<file path="src/rtl/tablewalk_pkg.sv">
package tablewalk_pkg;
  localparam int VA_W   = 32;
  localparam int PA_W   = 36;
  localparam int CTX_W  = 12;
  localparam int OFF_W  = 12;
  localparam int PPN_W  = PA_W - OFF_W;
  localparam int WORD_W = 32;
  localparam int L1_HI  = 31;
  localparam int L1_LO  = 24;
  localparam int L2_HI  = 23;
  localparam int L2_LO  = 18;
  localparam int L3_HI  = 17;
  localparam int L3_LO  = 12;
  localparam int LAST_LEVEL = 3;

  typedef enum logic [1:0] {
    KIND_HOLE = 2'b00,
    KIND_PTR  = 2'b01,
    KIND_LEAF = 2'b10,
    KIND_RSVD = 2'b11
  } kind_t;

  typedef enum logic [1:0] {
    FLT_NONE  = 2'b00,
    FLT_VALID = 2'b01,
    FLT_PROT  = 2'b10
  } fault_t;

  typedef struct packed {
    logic   loadReq;
    logic   captureWord;
    logic   stepLevel;
    logic   setResult;
    fault_t resCode;
  } strobes_t;

  function automatic logic permAllows(input logic [2:0] acc, input logic isWrite);
    logic rdOk;
    logic wrOk;
    rdOk = !(acc == 3'd4 || acc == 3'd7);
    wrOk = (acc == 3'd1 || acc == 3'd3 || acc == 3'd6);
    return isWrite ? wrOk : rdOk;
  endfunction
endpackage

</file>
<file path="src/rtl/tablewalk_dp.sv">
module tablewalk_dp
  import tablewalk_pkg::*;
(
  input  logic              clk,
  input  logic              rstN,
  input  strobes_t          stb,
  input  logic [VA_W-1:0]   reqVaddr,
  input  logic              reqWrite,
  input  logic [31:0]       ctxTablePtr,
  input  logic [CTX_W-1:0]  ctxId,
  input  logic [WORD_W-1:0] memRdata,
  output logic [PA_W-1:0]   memAddr,
  output logic [WORD_W-1:0] memWdata,
  output logic [1:0]        levelQ,
  output kind_t             wordKind,
  output logic              permOk,
  output logic              needUpdate,
  output logic [1:0]        faultCode,
  output logic [PA_W-1:0]   paddr,
  output logic [WORD_W-1:0] pteOut
);
  localparam int PAD_W = PA_W - CTX_W - 2;

  logic [VA_W-1:0]   vaQ;
  logic              writeQ;
  logic [CTX_W-1:0]  ctxQ;
  logic [PA_W-1:0]   baseQ;
  logic [WORD_W-1:0] wordQ;
  logic [CTX_W-1:0]  idx;
  logic [WORD_W-1:0] updatedWord;

  always_comb begin
    unique case (levelQ)
      2'd0:    idx = ctxQ;
      2'd1:    idx = CTX_W'(vaQ[L1_HI:L1_LO]);
      2'd2:    idx = CTX_W'(vaQ[L2_HI:L2_LO]);
      default: idx = CTX_W'(vaQ[L3_HI:L3_LO]);
    endcase
  end

  assign memAddr     = baseQ + {{PAD_W{1'b0}}, idx, 2'b00};
  assign wordKind    = kind_t'(wordQ[1:0]);
  assign permOk      = permAllows(wordQ[4:2], writeQ);
  assign needUpdate  = !wordQ[5] || (writeQ && !wordQ[6]);
  assign updatedWord = wordQ | 32'h20 | (writeQ ? 32'h40 : 32'h0);
  assign memWdata    = updatedWord;

  always_ff @(posedge clk) begin
    if (!rstN) begin
      vaQ       <= '0;
      writeQ    <= 1'b0;
      ctxQ      <= '0;
      baseQ     <= '0;
      levelQ    <= '0;
      wordQ     <= '0;
      faultCode <= FLT_NONE;
      paddr     <= '0;
      pteOut    <= '0;
    end else begin
      if (stb.loadReq) begin
        vaQ    <= reqVaddr;
        writeQ <= reqWrite;
        ctxQ   <= ctxId;
        baseQ  <= {ctxTablePtr, 4'b0000};
        levelQ <= 2'd0;
      end
      if (stb.captureWord) wordQ <= memRdata;
      if (stb.stepLevel) begin
        baseQ  <= {2'b00, wordQ[WORD_W-1:2], 4'b0000};
        levelQ <= levelQ + 2'd1;
      end
      if (stb.setResult) begin
        faultCode <= stb.resCode;
        if (stb.resCode == FLT_NONE) begin
          paddr  <= {wordQ[WORD_W-1:8], vaQ[OFF_W-1:0]};
          pteOut <= updatedWord;
        end else begin
          paddr  <= '0;
          pteOut <= wordQ;
        end
      end
    end
  end
endmodule

</file>
<file path="src/rtl/tablewalk_ctrl.sv">
module tablewalk_ctrl
  import tablewalk_pkg::*;
(
  input  logic       clk,
  input  logic       rstN,
  input  logic       reqValid,
  input  logic       memAck,
  input  logic [1:0] levelQ,
  input  kind_t      wordKind,
  input  logic       permOk,
  input  logic       needUpdate,
  output logic       busy,
  output logic       done,
  output logic       memRd,
  output logic       memWr,
  output strobes_t   stb
);
  typedef enum logic [2:0] {ST_IDLE, ST_READ, ST_EVAL, ST_WRITE, ST_DONE} state_t;
  state_t stateQ, stateD;

  always_comb begin
    stateD = stateQ;
    stb    = '{loadReq: 1'b0, captureWord: 1'b0, stepLevel: 1'b0,
               setResult: 1'b0, resCode: FLT_NONE};
    unique case (stateQ)
      ST_IDLE: if (reqValid) begin
        stb.loadReq = 1'b1;
        stateD      = ST_READ;
      end
      ST_READ: if (memAck) begin
        stb.captureWord = 1'b1;
        stateD          = ST_EVAL;
      end
      ST_EVAL: begin
        if (wordKind == KIND_PTR && levelQ != 2'(LAST_LEVEL)) begin
          stb.stepLevel = 1'b1;
          stateD        = ST_READ;
        end else if (wordKind == KIND_LEAF && levelQ == 2'(LAST_LEVEL)) begin
          if (!permOk) begin
            stb.setResult = 1'b1;
            stb.resCode   = FLT_PROT;
            stateD        = ST_DONE;
          end else if (needUpdate) begin
            stateD = ST_WRITE;
          end else begin
            stb.setResult = 1'b1;
            stateD        = ST_DONE;
          end
        end else begin
          stb.setResult = 1'b1;
          stb.resCode   = FLT_VALID;
          stateD        = ST_DONE;
        end
      end
      ST_WRITE: if (memAck) begin
        stb.setResult = 1'b1;
        stateD        = ST_DONE;
      end
      default: stateD = ST_IDLE;
    endcase
  end

  always_ff @(posedge clk) begin
    if (!rstN) stateQ <= ST_IDLE;
    else       stateQ <= stateD;
  end

  assign busy  = (stateQ != ST_IDLE);
  assign done  = (stateQ == ST_DONE);
  assign memRd = (stateQ == ST_READ);
  assign memWr = (stateQ == ST_WRITE);
endmodule

</file>
<file path="src/rtl/tablewalk_top.sv">
module tablewalk_top
  import tablewalk_pkg::*;
(
  input  logic              clk,
  input  logic              rstN,
  input  logic              reqValid,
  input  logic [VA_W-1:0]   reqVaddr,
  input  logic              reqWrite,
  input  logic [31:0]       ctxTablePtr,
  input  logic [CTX_W-1:0]  ctxId,
  output logic              busy,
  output logic              done,
  output logic [1:0]        faultCode,
  output logic [PA_W-1:0]   paddr,
  output logic [WORD_W-1:0] pteOut,
  output logic              memRd,
  output logic              memWr,
  output logic [PA_W-1:0]   memAddr,
  output logic [WORD_W-1:0] memWdata,
  input  logic [WORD_W-1:0] memRdata,
  input  logic              memAck
);
  strobes_t   stb;
  logic [1:0] levelQ;
  kind_t      wordKind;
  logic       permOk;
  logic       needUpdate;

  tablewalk_ctrl u_ctrl (
    .clk(clk), .rstN(rstN), .reqValid(reqValid), .memAck(memAck),
    .levelQ(levelQ), .wordKind(wordKind), .permOk(permOk), .needUpdate(needUpdate),
    .busy(busy), .done(done), .memRd(memRd), .memWr(memWr), .stb(stb)
  );

  tablewalk_dp u_dp (
    .clk(clk), .rstN(rstN), .stb(stb), .reqVaddr(reqVaddr), .reqWrite(reqWrite),
    .ctxTablePtr(ctxTablePtr), .ctxId(ctxId), .memRdata(memRdata),
    .memAddr(memAddr), .memWdata(memWdata), .levelQ(levelQ), .wordKind(wordKind),
    .permOk(permOk), .needUpdate(needUpdate), .faultCode(faultCode),
    .paddr(paddr), .pteOut(pteOut)
  );
endmodule

</file>
<file path="config.mk">
export PLATFORM = sky130hd
export DESIGN_NAME = tablewalk_top
export DESIGN_NICKNAME = d
export VERILOG_FILES = /design/src/rtl/tablewalk_pkg.sv /design/src/rtl/tablewalk_dp.sv /design/src/rtl/tablewalk_ctrl.sv /design/src/rtl/tablewalk_top.sv
export SDC_FILE = /design/constraint.sdc
export NUM_CORES = 1
export LEC_CHECK = 0
export BUFFER_PORTS_ARGS = -buffer_cell sky130_fd_sc_hd__buf_4
export CORE_ASPECT_RATIO = 2
export CORE_MARGIN = 2
export CORE_UTILIZATION = 55
export DETAILED_ROUTE_END_ITERATION = 16
export PLACE_DENSITY = 0.83
export SYNTH_ARGS = -nofsm -noshare
export SYNTH_HDL_FRONTEND = slang
export SYNTH_SLANG_ARGS = --single-unit
</file>
<file path="constraint.sdc">
create_clock -name clk -period 6.12 [get_ports clk]
set_clock_uncertainty 0.15 [all_clocks]
set_input_delay 0.612 -clock clk [delete_from_list [all_inputs] [get_ports clk]]
set_output_delay 0.612 -clock clk [all_outputs]
set_load 0.01 [all_outputs]
</file>
After elaboration in Yosys (flattened, before gate mapping) --
Cells that the tools add are included. W data, S select, Z words.
Storage, ports and cells: register bits 184, input port bits 113, output and inout bits 142, logic and storage cells 80
Operators by class: $add $sub $neg 2, equal/unequal tests 18, mux-type cells 30, bitwise logic cells 2, reduce and logical (&&, ||, !) cells 17
Operators by type and width (count):
- $mux W34 | 2
- $add A36 B14 Y36 | 1
- $mux W36 | 1
- $pmux W12 S3 | 1
- $mux W32 | 1
- $or A32 B32 Y32 | 1
- $mux W3 | 9
- $eq A3 B3 Y1 const B | 4
- $pmux W3 S4 | 1
- $eq A3 B2 Y1 const B | 3
- $mux W1 | 9
- $mux W2 | 4
- $mux W7 | 1
- $eq A2 B2 Y1 const B | 3
- $eq A3 B1 Y1 const B | 2
- $eq A2 B1 Y1 const B | 2
- $logic_not A2 Y1 | 2
- $logic_or A1 B1 Y1 | 4
- $ne A2 B1 Y1 const B | 2
- $ne A2 B2 Y1 const B | 2
- $logic_and A1 B1 Y1 | 3
- $logic_not A1 Y1 | 3
- $logic_not A3 Y1 | 1
- $reduce_and A3 Y1 | 1
- other kinds (6) | 6

Logic depth before layout (Yosys ltp) --
Gate-level depths: netlist of the first run.
depth in word-level cells 10, gate-level depth with buffers 14, gate-level depth less buffers 12

Modules after synthesis --
A second synthesis of the first run with hierarchy kept.
Unflattened totals: cell total of the unflattened synthesis 963, area, all modules 9121.2 um2
By module, submodules not included:
- tablewalk_dp | times used 1, cells an instance 929, area each 8842.2 um2, seq. area each 3623.5 um2
- tablewalk_ctrl | times used 1, cells an instance 34, area each 279.0 um2, seq. area each 60.1 um2

Least setup slack after synthesis of the first run --
Ideal clock, no wire load.
kind flip-flop to output port, from register u_dp.levelQ[0], to output memAddr[16], arrival time 2.831 ns, slack 2.527 ns, cell stages (with the launch flop) 15, path through dfxtp_1 inv_1 ha_1 clkbuf_1 a222oi_1 mux2i_1 ha_1 inv_1 fa_1 nor2b_1 o31a_1 o31a_1 clkbuf_1 o211ai_1 xnor2_1
On the way: longest elaborated chain between the ends 3, elaborated cells between the ends (all ways) 5, those cells by class 1 x add/sub; 2 x eq/ne; 1 x mux; 1 x reduce/logical
RTL lines:
- start: declaration | line tablewalk_dp.sv:14 | output logic [1:0] levelQ,
- start signal: assignment | line tablewalk_dp.sv:70 | levelQ <= levelQ + 2'd1;
- $eq A2 B2 Y1, or another cell as far along | line tablewalk_dp.sv:33 | unique case (levelQ)
- $pmux W12 S3 (*) | line tablewalk_dp.sv:33
- $add A36 B14 Y36 (*) | line tablewalk_dp.sv:41 | assign memAddr = baseQ + {{PAD_W{1'b0}}, idx, 2'b00};
- end: declaration | line tablewalk_top.sv:18 | output logic [PA_W-1:0] memAddr,
Every way passes the cells marked *; elsewhere a longest branch is shown, timed or not.

Worst setup path after layout of the first run --
from register u_dp.levelQ[0], to output memAddr[23]
Same word-level chain as after synthesis.

==> metrics.cfg, run 1 <==
[final_layout]
flow.area_growth_from_synthesis_pct=26.7
final_layout_size_suffix_gt1_share_pct=25.8
insertedDiodeCount=0
finalNonFillerCells=1360
design.final.nets=1281

[route]
finalWirelength_mm=24.5
route.vias.total=7987
routed_wire_length_per_instance_um=18.0
viasPerCell=5.87
first_iter_violations=695
drtAntennaViolNets=0
drc_errors=0
detail_route.first_pass.iterations=7

[synth]
synthDominantCellAreaShare_pct=45.1
yosys.cell_count.top_type=dfxtp_1
synth_seq_cells=184
ys_top_cells_by_area=dfxtp_1, nand2_1, a21oi_1
ys_types=55
ys_seq_area_share_pct=45.1
ys_warn_count=0
dominantRegCellSynth=dfxtp_1
netlist.top_cell.by_area=dfxtp_1
synth_commonest_cells=dfxtp_1, nand2_1, a21oi_1, nor2_1, clkbuf_1
syn_area_per_cell_um2=8.31
postSynth.asyncResetShare_pct=0
synthesis.area_um2=8170
synth_cells=983
synth-edff-count=0

[placement]
hpwlAfterDp_mm=16.9
routabilityCongestion=0.917
place.port_buffers=251
placed_cells=1328

[clock_network]
clk_pin_slew_worst_paths_ps=70
clk_path_buf_depth=2
numCtsBuffers=17
clock_tree.root_cell=clkbuf_16
clkSinkCount=184
number_of_cells_upsized_or_downsized_after_cts=0
cts_tree=yes
h-tree-depth=4
post_cts.repair.setup_buffers=0
hold_buffers=0
worstSkewPairLatency_ps=440

[timing]
finalWorstPathRequiredPeriod_ps=4640
rsz_0062_raised_after_global_routing=no
setup-violations-final=0
finalHoldViolCount=0
relative_slew_slack_pct=19.2
worst_pin_slew_ps=1210
layout_worst_path_cycle_share_pct=75.8
fmax_ghz=0.215
setup-tns-final_ps=0
drv_slew=0

[die]
core_outline_area_um2=14700
floorplan.initialDensity_pct=55.7
design.die.area_um2=15900
placementRows=63
die_h_um=176
top_level_ports=255
dieWidth_um=90.2

[critical_path]
critical_path_class=register to primary output
crit_required_ps=5360
setup.worst_path.start_class=register
worstPathCellList=inv_1, ha_1, a222oi_1, mux2i_1, ha_1, o21ai_0, o21ai_0, nand4_1, a21boi_0, xor2_1, buf_4
crit_buf_inv=2
cp_max_fo=12
delay_heaviest_family_cp=compound AO/OA/AOI/OAI gates
timing.critical_path.arrival_ps=3880
crit_path_end_kind=primary output
critical_path.slowest_cell=nand4_1
cp_slowest_stage_delay_ps=460

[pwr]
cellPowerDensity_nw_per_um2=269
comb_power_share_pct=14.7
power.switching_fraction_pct=28.3
power_share_of_the_sequential_group_pct=47.3
p_int_mw=2.00
vdd_drop_max_mv=0.197
clockPowerShare_pct=38.0
leakage_power_summed_over_all_cells_nw=4.37
power_switching_mw=0.788

[global_route]
globalRouteOverflowTotal=0
grt_pass1_vias=7711
grt_antenna_before_repair=0
wire_length_of_the_first_global_routing_pass_mm=38.6
groute.usage.overall_pct=30.0
grt_max_degree=83

[job]
cap_violations=0

[min_path]
worst_hold_path_type=input pin to register

[run_status]
outcome=completed

-- power groups by stage --
stage | Sequential, mW | Clock [mW] | Combinational (mW)
after global routing | 1.32 | 1.11 | 0.449
after global placement | 1.34 | 0 | 0.394
after floorplan | 1.32 | 0 | 0.247
after CTS | 1.32 | 1.07 | 0.407
final | 1.32 | 1.06 | 0.409
after detailed placement | 1.34 | 0 | 0.404
-- per-stage QoR --
step	setup WS (ps)	power, mW	hold slack (ps)	area, um2	utilization [%]
6_report	1480	2.79	276	10300	70.6
5_1_grt	1190	2.88	270	10300	70.6
4_1_cts	1530	2.79	264	10300	70.6
3_5_place_dp	2000	1.75	297	9780	66.7
3_3_place_gp	2260	1.73	291	9780	66.7
2_1_floorplan	2530	1.57	282	8170	-
-- per-layer routing --
metal  part of all wire [%]  vias up  track usage, %
li1                       -     3755               -
met1                     40     3771            37.1
met2                     49      415            51.5
met3                    8.5       46            6.66
met4                    2.1        0            10.4
met5                      0        -               0
-- registers in the layout, summed over array words and instances, names as in the netlist --
signal / cells
u_dp.levelQ: 2
u_dp.paddr: 36
u_dp.vaQ: 32
u_dp.pteOut: 32
u_dp.wordQ: 32
u_dp.writeQ: 1
u_dp.faultCode: 2
u_ctrl.stateQ: 3
u_dp.baseQ: 32
u_dp.ctxQ: 12
-- kinds of logic (layout without fill, tap and decap cells) --
group	count (synthesis)	count (layout)	share of synthesized area, %
other cells	2	3	0.0919
flops	184	184	45.1
xor+xnor	27	27	2.90
buf+inv	127	308	7.92
compound gates	276	276	21.8
fa+ha+maj	16	16	2.54
simple gates	341	341	18.4
mux	10	10	1.26
-- placed cells by master (no fill, tap or decap), drive strengths merged, types with 2 or more instances in the layout --
cell      count
buf         257
dfxtp       184
nand2       177
a21oi       127
nor2         52
nand3        40
o211ai       40
nor3         38
a22o         36
o22ai        31
inv          26
clkbuf       20
xnor2        15
ha           15
xor2         12
o21ai        11
and2         10
mux2i         8
a222oi        5
and3          5
nand4         4
a21boi        4
a22oi         3
o21a          3
and4          3
conb          3
clkinv        3
nor3b         3
mux2          2
a21o          2
a211oi        2
nor2b         2
o31a          2
and3b         2
o211a         2
nand3b        2
clkinvlp      2
o2111ai       2
-- cell type report --
class	instances	area, um2
clock buffers	20	457
fillers	1184	4310
repair buffers	257	1930
well taps	195	244
flip-flops and latches	184	3680
inverters	19	73.8
multi-input cells	673	3850
clock inverters	12	110
-- worst min-delay path, delay by kind of cell --
kind                   cells  cell delay [ps]
AO/OA/AOI/OAI              1               50
buffers and inverters      1              110
AND/OR/NAND/NOR            1               40
-- final timing paths --
kind,startpoint,endpoint,slack (ps),cells past startpoint
worst max-delay path,u_dp.levelQ[0],memAddr[23],1480,11
worst min-delay path,memRdata[4],u_dp.wordQ[4],280,3
worst min register to register,u_dp.vaQ[9],u_dp.vaQ[9],300,2
worst max register to register,u_dp.levelQ[0],u_dp.paddr[29],2350,6
Note: power is estimated with default switching activity, not from simulation.
==> run 2, diff against run 1 <==
--- a/config.mk
+++ b/config.mk
@@ -8,9 +8,9 @@
 export BUFFER_PORTS_ARGS = -buffer_cell sky130_fd_sc_hd__buf_4
 export CORE_ASPECT_RATIO = 2
 export CORE_MARGIN = 2
-export CORE_UTILIZATION = 55
+export CORE_UTILIZATION = 51
 export DETAILED_ROUTE_END_ITERATION = 16
-export PLACE_DENSITY = 0.83
+export PLACE_DENSITY = 0.78
 export SYNTH_ARGS = -nofsm -noshare
 export SYNTH_HDL_FRONTEND = slang
 export SYNTH_SLANG_ARGS = --single-unit
==> constraint.sdc (replaced) <==
create_clock -name clk -period 4.53 [get_ports clk]
set_clock_uncertainty 0.15 [all_clocks]
set_input_delay 0.453 -clock clk [delete_from_list [all_inputs] [get_ports clk]]
set_output_delay 0.453 -clock clk [all_outputs]
set_load 0.01 [all_outputs]
==> run 2 against run 1 <==
  * Final area grew 0.50%
  * Global-route usage shrank 0.53 points
  * Register-to-register slack lost 1200 ps
  * First-iteration DRC count shrank 45%
  * Die area grew 7.6%
  * Cell count grew 0.66%
  * Power grew 37%
  * Routed wire length grew 3.7%
  * Critical path type unchanged
  * Largest power group unchanged
  * Highest routed layer unchanged
==> metrics.cfg, run 2 (synthesis gave the netlist of run 1 again) <==
[clock_network]
clk_path_buf_depth=2  ; unchanged
numCtsBuffers=17  ; unchanged
worstSkewPairLatency_ps=430  ; about the same
clock_tree.root_cell=clkbuf_16
h-tree-depth=4  ; unchanged
cts_tree=yes
clkSinkCount=184  ; unchanged
clk_pin_slew_worst_paths_ps=70  ; about the same
hold_buffers=0  ; unchanged

[critical_path]
cp_max_fo=11  ; -1
worstRegToRegCells=6  ; unchanged
critical_path_class=register to primary output
r2r_path_start=u_dp.levelQ[0]
crit_path_end_kind=primary output
worst_setup_path_startpoint=u_dp.levelQ[1]
setup.worst_path.start_class=register
endpoint_of_the_worst_slack_reg_to_reg_timing_path=u_dp.paddr[28]
timing.critical_path.to=memAddr[22]
crit_required_ps=3930  ; -1430 ps
slack_of_the_worst_reg_to_reg_path_ps=1170  ; -1180 ps
timing.critical_path.arrival_ps=3600  ; -280 ps

[die]
placementRows=65  ; +3.2%
core_outline_area_um2=15700  ; +7.1%
dieWidth_um=93.5  ; +3.7%
die_h_um=183  ; +3.8%
design.die.area_um2=17100  ; +7.6%
top_level_ports=255  ; unchanged
floorplan.initialDensity_pct=52.0  ; -3.7 points

[final_layout]
design.final.nets=1284  ; +0.23%
mostFrequentLayoutCell=buf_4
final_layout_size_suffix_gt1_share_pct=26.0  ; +0.19 points
most-common-layout-cells=buf_4, dfxtp_1, nand2_1
largest_reg_flops=36  ; unchanged
layout.cell_area.non_filler_um2=10400  ; +0.50%
finalNonFillerCells=1369  ; +0.66%
flow.area_growth_from_synthesis_pct=27.3
registers.top_by_ff_count=u_dp.paddr
insertedDiodeCount=0  ; unchanged

[route]
drc_errors=0  ; unchanged
route.vias.total=7927  ; -0.75%
routed_wire_length_per_instance_um=18.6  ; +3.0%
detail_route.first_pass.iterations=5  ; -2
finalWirelength_mm=25.4  ; +3.7%
first_iter_violations=382  ; -45%
viasPerCell=5.79  ; -1.4%
drtAntennaViolNets=0  ; unchanged

[pwr]
power_share_of_the_sequential_group_pct=46.8  ; -0.5 points
power_switching_mw=1.01  ; +28%
report.power.total_mw=3.81  ; +37%
vdd_drop_max_mv=0.343  ; +74%
clockPowerShare_pct=38.7  ; +0.7 points
power.switching_fraction_pct=26.6  ; -1.7 points
comb_power_share_pct=14.5  ; -0.2 points
cellPowerDensity_nw_per_um2=366  ; +36%
leakage_power_summed_over_all_cells_nw=4.39  ; +0.48%
p_int_mw=2.79  ; +40%

[timing]
finalWorstPathRequiredPeriod_ps=4200
drv_slew=0  ; unchanged
finalHoldViolCount=0  ; unchanged
layout_worst_path_cycle_share_pct=92.7
rsz_0062_raised_after_global_routing=no
fmax_ghz=0.238
setup-violations-final=0  ; unchanged
relative_slew_slack_pct=17.2  ; -2.0 points
worst_pin_slew_ps=1230  ; +20.5 ps
setup-tns-final_ps=0  ; unchanged
worst_slack_setup_final_ps=330  ; -1150 ps

[placement]
routabilityCongestion=0.903  ; -1.6%
place.port_buffers=251  ; unchanged
placed_cells=1336  ; +0.60%
postPlaceCellArea_um2=9800  ; +0.23%
post-place-ws_ps=583  ; -1420 ps
hpwlAfterDp_mm=17.8  ; +5.6%

[global_route]
grt_max_degree=87  ; +4.8%
wire_length_of_the_first_global_routing_pass_mm=39.6  ; +2.6%
grt_pass1_vias=7736  ; +0.32%
grt_antenna_before_repair=0  ; unchanged
globalRouteOverflowTotal=0  ; unchanged
groute.usage.overall_pct=29.5  ; -0.53 points

[min_path]
worst_hold_path_type=input pin to register

[job]
cap_violations=0  ; unchanged

[run_status]
outcome=completed

## run 2: changes by cell type in the layout (fill, tap and decap cells not counted), sizes merged
cell,before,now
buf,257,260
inv,26,20
bufinv,0,2
clkbuf,20,22
clkinv,3,5
## run 2: how the worst min path moves through the flow
| stage | start | to | slack [ps] | depth (start not counted) |
|---|---|---|---|---|
| 3_3_place_gp | u_dp.ctxQ[10] | u_dp.ctxQ[10] | 290 | 2 |
| 6_report | memRdata[21] | u_dp.wordQ[21] | 110 | 3 |
| 5_1_grt | ctxId[2] | u_dp.ctxQ[2] | 110 | 3 |
| 3_5_place_dp | u_dp.ctxQ[11] | u_dp.ctxQ[11] | 300 | 2 |
| 4_1_cts | reqVaddr[6] | u_dp.vaQ[6] | 110 | 3 |
| 2_1_floorplan | u_dp.ctxQ[10] | u_dp.ctxQ[10] | 280 | 2 |
## run 2: stage by stage
stage | hold slack [ps] | utilization, %
finish | 112 | 66.2
CTS | 107 | 66.2
global route | 115 | 66.2
global placement | 292 | 62.5
detailed placement | 296 | 62.5
floorplan | 282 | -
## run 2: power groups by stage
stage,registers [mW],clock network [mW],logic [mW]
after global placement,1.81,0,0.540
final,1.78,1.47,0.550
after CTS,1.78,1.49,0.551
after floorplan,1.78,0,0.333
after global routing,1.79,1.55,0.602
after detailed placement,1.82,0,0.547
## run 2: area by class of cell
class / instances / area, um2
Timing Repair Buffer: 260 / 1950
Clock buffer: 22 / 464
Tap cell: 201 / 251
Fill cell: 1374 / 5300
Clock inverter: 10 / 120
Multi-Input combinational cell: 673 / 3850
Inverter: 19 / 73.8
Sequential cell: 184 / 3680
## run 2: timing repair
action / in CTS / in global routing
setup buffers: 0 / 1
resized for setup: 0 / 2
endpoints found under the setup margin: 0 / 22
hold endpoints to repair: 0 / 0
## run 2: routing by layer
layer	up-vias	global-route usage [%]	wire length [um]
met5	-	0	0
met4	0	16.9	1320
met3	85	5.51	1460
met2	319	49.8	12900
met1	3764	34.3	9750
li1	3759	-	-
## run 2: worst max-delay path, stage by stage (launching register included)
cell and delay [ps]:
dfxtp_1 390, inv_1 100, ha_1 280, a222oi_1 420
mux2i_1 130, ha_1 350, nor2b_1 160, o31a_1 300
o31a_2 410, o211ai_1 250, xnor2_1 200, buf_4 170
